<file path="config.mk">
export PLATFORM = sky130hd
export DESIGN_NAME = bfly_rshift_lane
export DESIGN_NICKNAME = d
export VERILOG_FILES = /design/src/rtl/bfly_pkg.sv /design/src/rtl/bfly_presum.sv /design/src/rtl/bfly_smul.sv /design/src/rtl/bfly_rndshift.sv /design/src/rtl/bfly_rshift_lane.sv
export SDC_FILE = /design/constraint.sdc
export NUM_CORES = 2
export LEC_CHECK = 0
export BUFFER_PORTS_ARGS = -buffer_cell sky130_fd_sc_hd__clkbuf_2
export CAP_MARGIN = 20
export CORE_ASPECT_RATIO = 0.9
export CORE_MARGIN = 2
export CORE_UTILIZATION = 35
export CTS_BUF_LIST = sky130_fd_sc_hd__clkbuf_4
export DETAILED_ROUTE_END_ITERATION = 16
export SLEW_MARGIN = 20
export SYNTH_ARGS = -nofsm -noshare
export SYNTH_HDL_FRONTEND = slang
export SYNTH_HIERARCHICAL = 1
export SYNTH_SLANG_ARGS = --single-unit
</file>
<file path="constraint.sdc">
create_clock -name clk -period 18.21 [get_ports clk]
set_input_delay 3.642 -clock clk [delete_from_list [all_inputs] [get_ports clk]]
set_output_delay 3.642 -clock clk [all_outputs]
set_load 0.05 [all_outputs]
</file>
<file path="src/rtl/bfly_pkg.sv">
package bfly_pkg;
  localparam int SHAMT_W = 5;
  localparam int NUM_BR  = 2;
  localparam int BR_SUM  = 0;
  localparam int BR_DIF  = 1;
endpackage

</file>
<file path="src/rtl/bfly_presum.sv">
module bfly_presum #(
  parameter int XLEN = 16
) (
  input  logic [XLEN-1:0] op_a,
  input  logic [XLEN-1:0] op_b,
  output logic [XLEN:0]   sum_o,
  output logic [XLEN:0]   dif_o
);
  localparam int EW = XLEN + 1;

  function automatic logic [EW-1:0] widen(input logic [XLEN-1:0] v);
    return {v[XLEN-1], v};
  endfunction

  always_comb begin
    sum_o = widen(op_a) + widen(op_b);
    dif_o = widen(op_a) - widen(op_b);
  end
endmodule

</file>
<file path="src/rtl/bfly_smul.sv">
module bfly_smul #(
  parameter int AW = 17,
  parameter int BW = 16
) (
  input  logic [AW-1:0]    a_i,
  input  logic [BW-1:0]    b_i,
  output logic [AW+BW-1:0] p_o
);
  localparam int PW = AW + BW;

  logic signed [PW-1:0] a_ext;
  logic signed [PW-1:0] b_ext;

  always_comb begin
    a_ext = PW'($signed(a_i));
    b_ext = PW'($signed(b_i));
    p_o   = a_ext * b_ext;
  end
endmodule

</file>
<file path="src/rtl/bfly_rndshift.sv">
module bfly_rndshift #(
  parameter int PW   = 33,
  parameter int XLEN = 16,
  parameter int SHW  = 5
) (
  input  logic [PW-1:0]   prod_i,
  input  logic [SHW-1:0]  shamt_i,
  output logic [XLEN-1:0] res_o
);
  localparam int RW = PW + 1;

  logic signed [RW-1:0] ext;
  logic signed [RW-1:0] half;
  logic signed [RW-1:0] tot;

  always_comb begin
    ext = RW'($signed(prod_i));
    if (shamt_i == '0) half = '0;
    else               half = RW'(1) << (shamt_i - SHW'(1));
    tot   = ext + half;
    res_o = XLEN'(tot >>> shamt_i);
  end
endmodule

</file>
<file path="src/rtl/bfly_rshift_lane.sv">
module bfly_rshift_lane #(
  parameter int XLEN = 16,
  parameter int SHW  = bfly_pkg::SHAMT_W
) (
  input  logic            clk,
  input  logic            rst_n,
  input  logic            in_vld,
  input  logic [XLEN-1:0] op_a,
  input  logic [XLEN-1:0] op_b,
  input  logic [XLEN-1:0] coef,
  input  logic [SHW-1:0]  shamt,
  output logic            out_vld,
  output logic [XLEN-1:0] res_sum,
  output logic [XLEN-1:0] res_dif
);
  localparam int SUMW = XLEN + 1;
  localparam int PW   = SUMW + XLEN;

  logic [SUMW-1:0] sum_w;
  logic [SUMW-1:0] dif_w;
  logic [SUMW-1:0] opnd [bfly_pkg::NUM_BR];
  logic [PW-1:0]   prod [bfly_pkg::NUM_BR];
  logic [XLEN-1:0] rnd  [bfly_pkg::NUM_BR];
  logic [PW-1:0]   prod_sum;
  logic [PW-1:0]   prod_dif;

  bfly_presum #(.XLEN(XLEN)) u_pre (
    .op_a (op_a),
    .op_b (op_b),
    .sum_o(sum_w),
    .dif_o(dif_w)
  );

  for (genvar br = 0; br < bfly_pkg::NUM_BR; br++) begin : g_br
    if (br == bfly_pkg::BR_SUM) begin : g_src
      assign opnd[br] = sum_w;
    end else begin : g_src
      assign opnd[br] = dif_w;
    end

    bfly_smul #(.AW(SUMW), .BW(XLEN)) u_mul (
      .a_i(opnd[br]),
      .b_i(coef),
      .p_o(prod[br])
    );

    bfly_rndshift #(.PW(PW), .XLEN(XLEN), .SHW(SHW)) u_rnd (
      .prod_i (prod[br]),
      .shamt_i(shamt),
      .res_o  (rnd[br])
    );
  end

  assign prod_sum = prod[bfly_pkg::BR_SUM];
  assign prod_dif = prod[bfly_pkg::BR_DIF];

  always_ff @(posedge clk) begin
    if (!rst_n) begin
      out_vld <= 1'b0;
      res_sum <= '0;
      res_dif <= '0;
    end else begin
      out_vld <= in_vld;
      if (in_vld) begin
        res_sum <= rnd[bfly_pkg::BR_SUM];
        res_dif <= rnd[bfly_pkg::BR_DIF];
      end
    end
  end
endmodule

</file>
==> results.cfg <==
[route]
first_pass_iters = 6
route.met2.wl_um = 47300
viasPerCell = 5.440
ant_nets = 0
drt_wl_total_um = 94600
num_vias = 28210
wl_met1_um = 40470
wl_per_cell_um = 18.24
drt_iter0_markers = 2123
drc = 0
highest_layer = met4
dr_wl_met3_um = 5057

[timing]
min_period_ns = 14.60
layout_setup_ws_ns = 3.605
fin_crit_sh = 0.8020
fin_tns_setup_ns = 0
slew_violations = 0
clock_skew_ns = 0
rsz0062_at_grt = no
max_freq_ghz = 0.06847
worstMarginPinSlew_ns = 1.087
relSlewSlack = 0.2750
setup_violations = 0
final_hold_viol_count = 0

[setup_path]
end_kind = flip-flop
crit_fanout = 16
regToRegSetupSlack_ns = 17.55
start_kind = primary input
worstPathArrival_ns = 14.84
crit_type = primary input to flip-flop
max_stage_delay_ns = 0.91
worstPathRequired_ns = 18.45
slowest_stage = fa_1
crit_path_frequent_cell = fa_1

[hold_path]
hp-class = flip-flop to flip-flop

[placed_design]
place_congestion = 0.9413
io_buffer_count = 88
dp_slack_ns = 3.509
placed_area_um2 = 33900
hpwl_um = 74770

[yosys]
synthesis.area_um2 = 32490
netlist.top_cell.by_area = fa_1
synth_seq_area_share = 0.02034
ys_seq_elements = 33
synthCells = 4023
ys.flop_type = dfxtp_1
synth.top_cell.area_share = 0.3426
synthesis.nets = 4899
synth.avg_cell_area_um2 = 8.075
yosysWarnings = 6
synth_area_leaders = fa_1, ha_1, inv_1
yosysUniqueCellTypes = 103
synthArstFlopShare = 0
synth-edff-count = 0

[floorplan]
initial_utilization = 0.3548
io-pin-count = 89
rows = 105
die_w_um = 325.1
die_area_um2 = 95280
die_y_um = 293.0
core_um2 = 91570

[cells_and_area]
drive_gt1_frac = 0.05970
fin_area_um2 = 33980
n_fill_cell = 9596
areaGrowthSynthToFinish_pct = 4.606
layout.nets = 4828

[clock_network]
ctsRootBufferMaster = clkbuf_4
postCtsHoldBufs = 0
cts_buffers = 5
cts_tree = yes
postCtsSetupRepairBufs = 0
clk_path_buf_depth = 2
clkLatencyLatePin_ns = 0.35
cts_resized = 0
clkTransAtPathRegs_ns = 0.11
cts_num_sinks = 33
h-tree-depth = 2

[status]
status = complete, no violations

[global_routing]
grt_pass1_vias = 29630
grt_overflow = 0
grt_max_degree = 69
antenna_found_initial = 2
grt_first_pass_wirelength_um = 158700
grt_usage = 0.2023

[job]
maxCapViolations = 0
layout by cell type (no fill, tap or decap), drive strengths merged, types with 92 or more instances in the layout:
cell      n
clkbuf   92
fa      556
inv     669
o21ai   133
and2    276
nor2    245
a21oi   177
nand2   457
xnor2   109
ha      264
state kept, by name, summed over array words and instances, names as in the netlist:
name     flops
res_dif     16
out_vld      1
res_sum     16
critical path, delay by kind of cell:
kind            cells  cell delay [ns]
buf+inv             7             0.66
compound gates     12             3.00
fa+ha+maj          10             5.00
simple gates        8             1.60
xor+xnor            1             0.37
mux                 3             0.59
routing by layer:
layer,up-vias,GRT usage
li1,12970,-
met1,14230,0.2633
met2,868,0.3651
met3,136,0.02005
met4,0,0.03738
met5,-,0
metrics by stage:
| step | cells | hold slack [ns] | utilization |
|---|---|---|---|
| final | 5185 | 0.5272 | 0.3711 |
| after CTS | 5183 | 0.5377 | 0.3708 |
| after global routing | 5185 | 0.5493 | 0.3711 |
| after floorplan | 4023 | 0.7429 | - |
| after detailed placement | 5175 | 0.5090 | 0.3702 |
| after global placement | 5174 | 0.4977 | 0.3699 |
synth_stat cells (all sizes together) (23+ instances only):
cell type,count
nand4,36
o21ai,133
a211oi,31
nor2,245
a21o,44
xor2,45
dfxtp,33
nand2b,30
nor2b,51
fa,556
a31oi,29
o21a,24
clkbuf,163
and2,276
o211ai,29
inv,669
nand2,457
ha,264
nor3,82
nand3,63
a21oi,177
mux2i,81
xnor2,109
nor4,23
buf,46
and3,27
final timing paths:
check / start / endpoint / cells after the start
worst min register to register: res_sum[6] / res_sum[6] / 2
worst max-delay path: op_a[0] / res_dif[14] / 41
worst max register to register: res_dif[13] / res_dif[13] / 2
worst min-delay path: res_sum[6] / res_sum[6] / 2
area by class of cell:
type | count | area (um^2) | share of cell area
clock buffer | 6 | 45.04 | 0.001325
tap | 1230 | 1539 | 0.04529
multi-input combinational | 3112 | 28430 | 0.8365
timing repair buffer | 131 | 785.8 | 0.02312
clock inverter | 2 | 10.01 | 0.0002945
sequential | 33 | 660.6 | 0.01944
antenna | 2 | 5.005 | 0.0001473
inverter | 669 | 2511 | 0.07389
cells by family (layout without fill, tap and decap cells):
logic type               after synthesis  count (layout)  synth area share
AND/OR/NAND/NOR                     1343            1343            0.2032
XOR/XNOR                             154             154           0.04152
AO/OA/AOI/OAI                        698             698            0.1511
flip-flops                            33              33           0.02033
buffers and inverters                878             808            0.1068
multiplexers                          95              95           0.03258
other                                  2               4         0.0002312
adder cells (fa/ha/maj)              820             820            0.4443
Power is not shown: default switching activity piles up to over one toggle a cycle in this logic, so the estimate is an artifact.
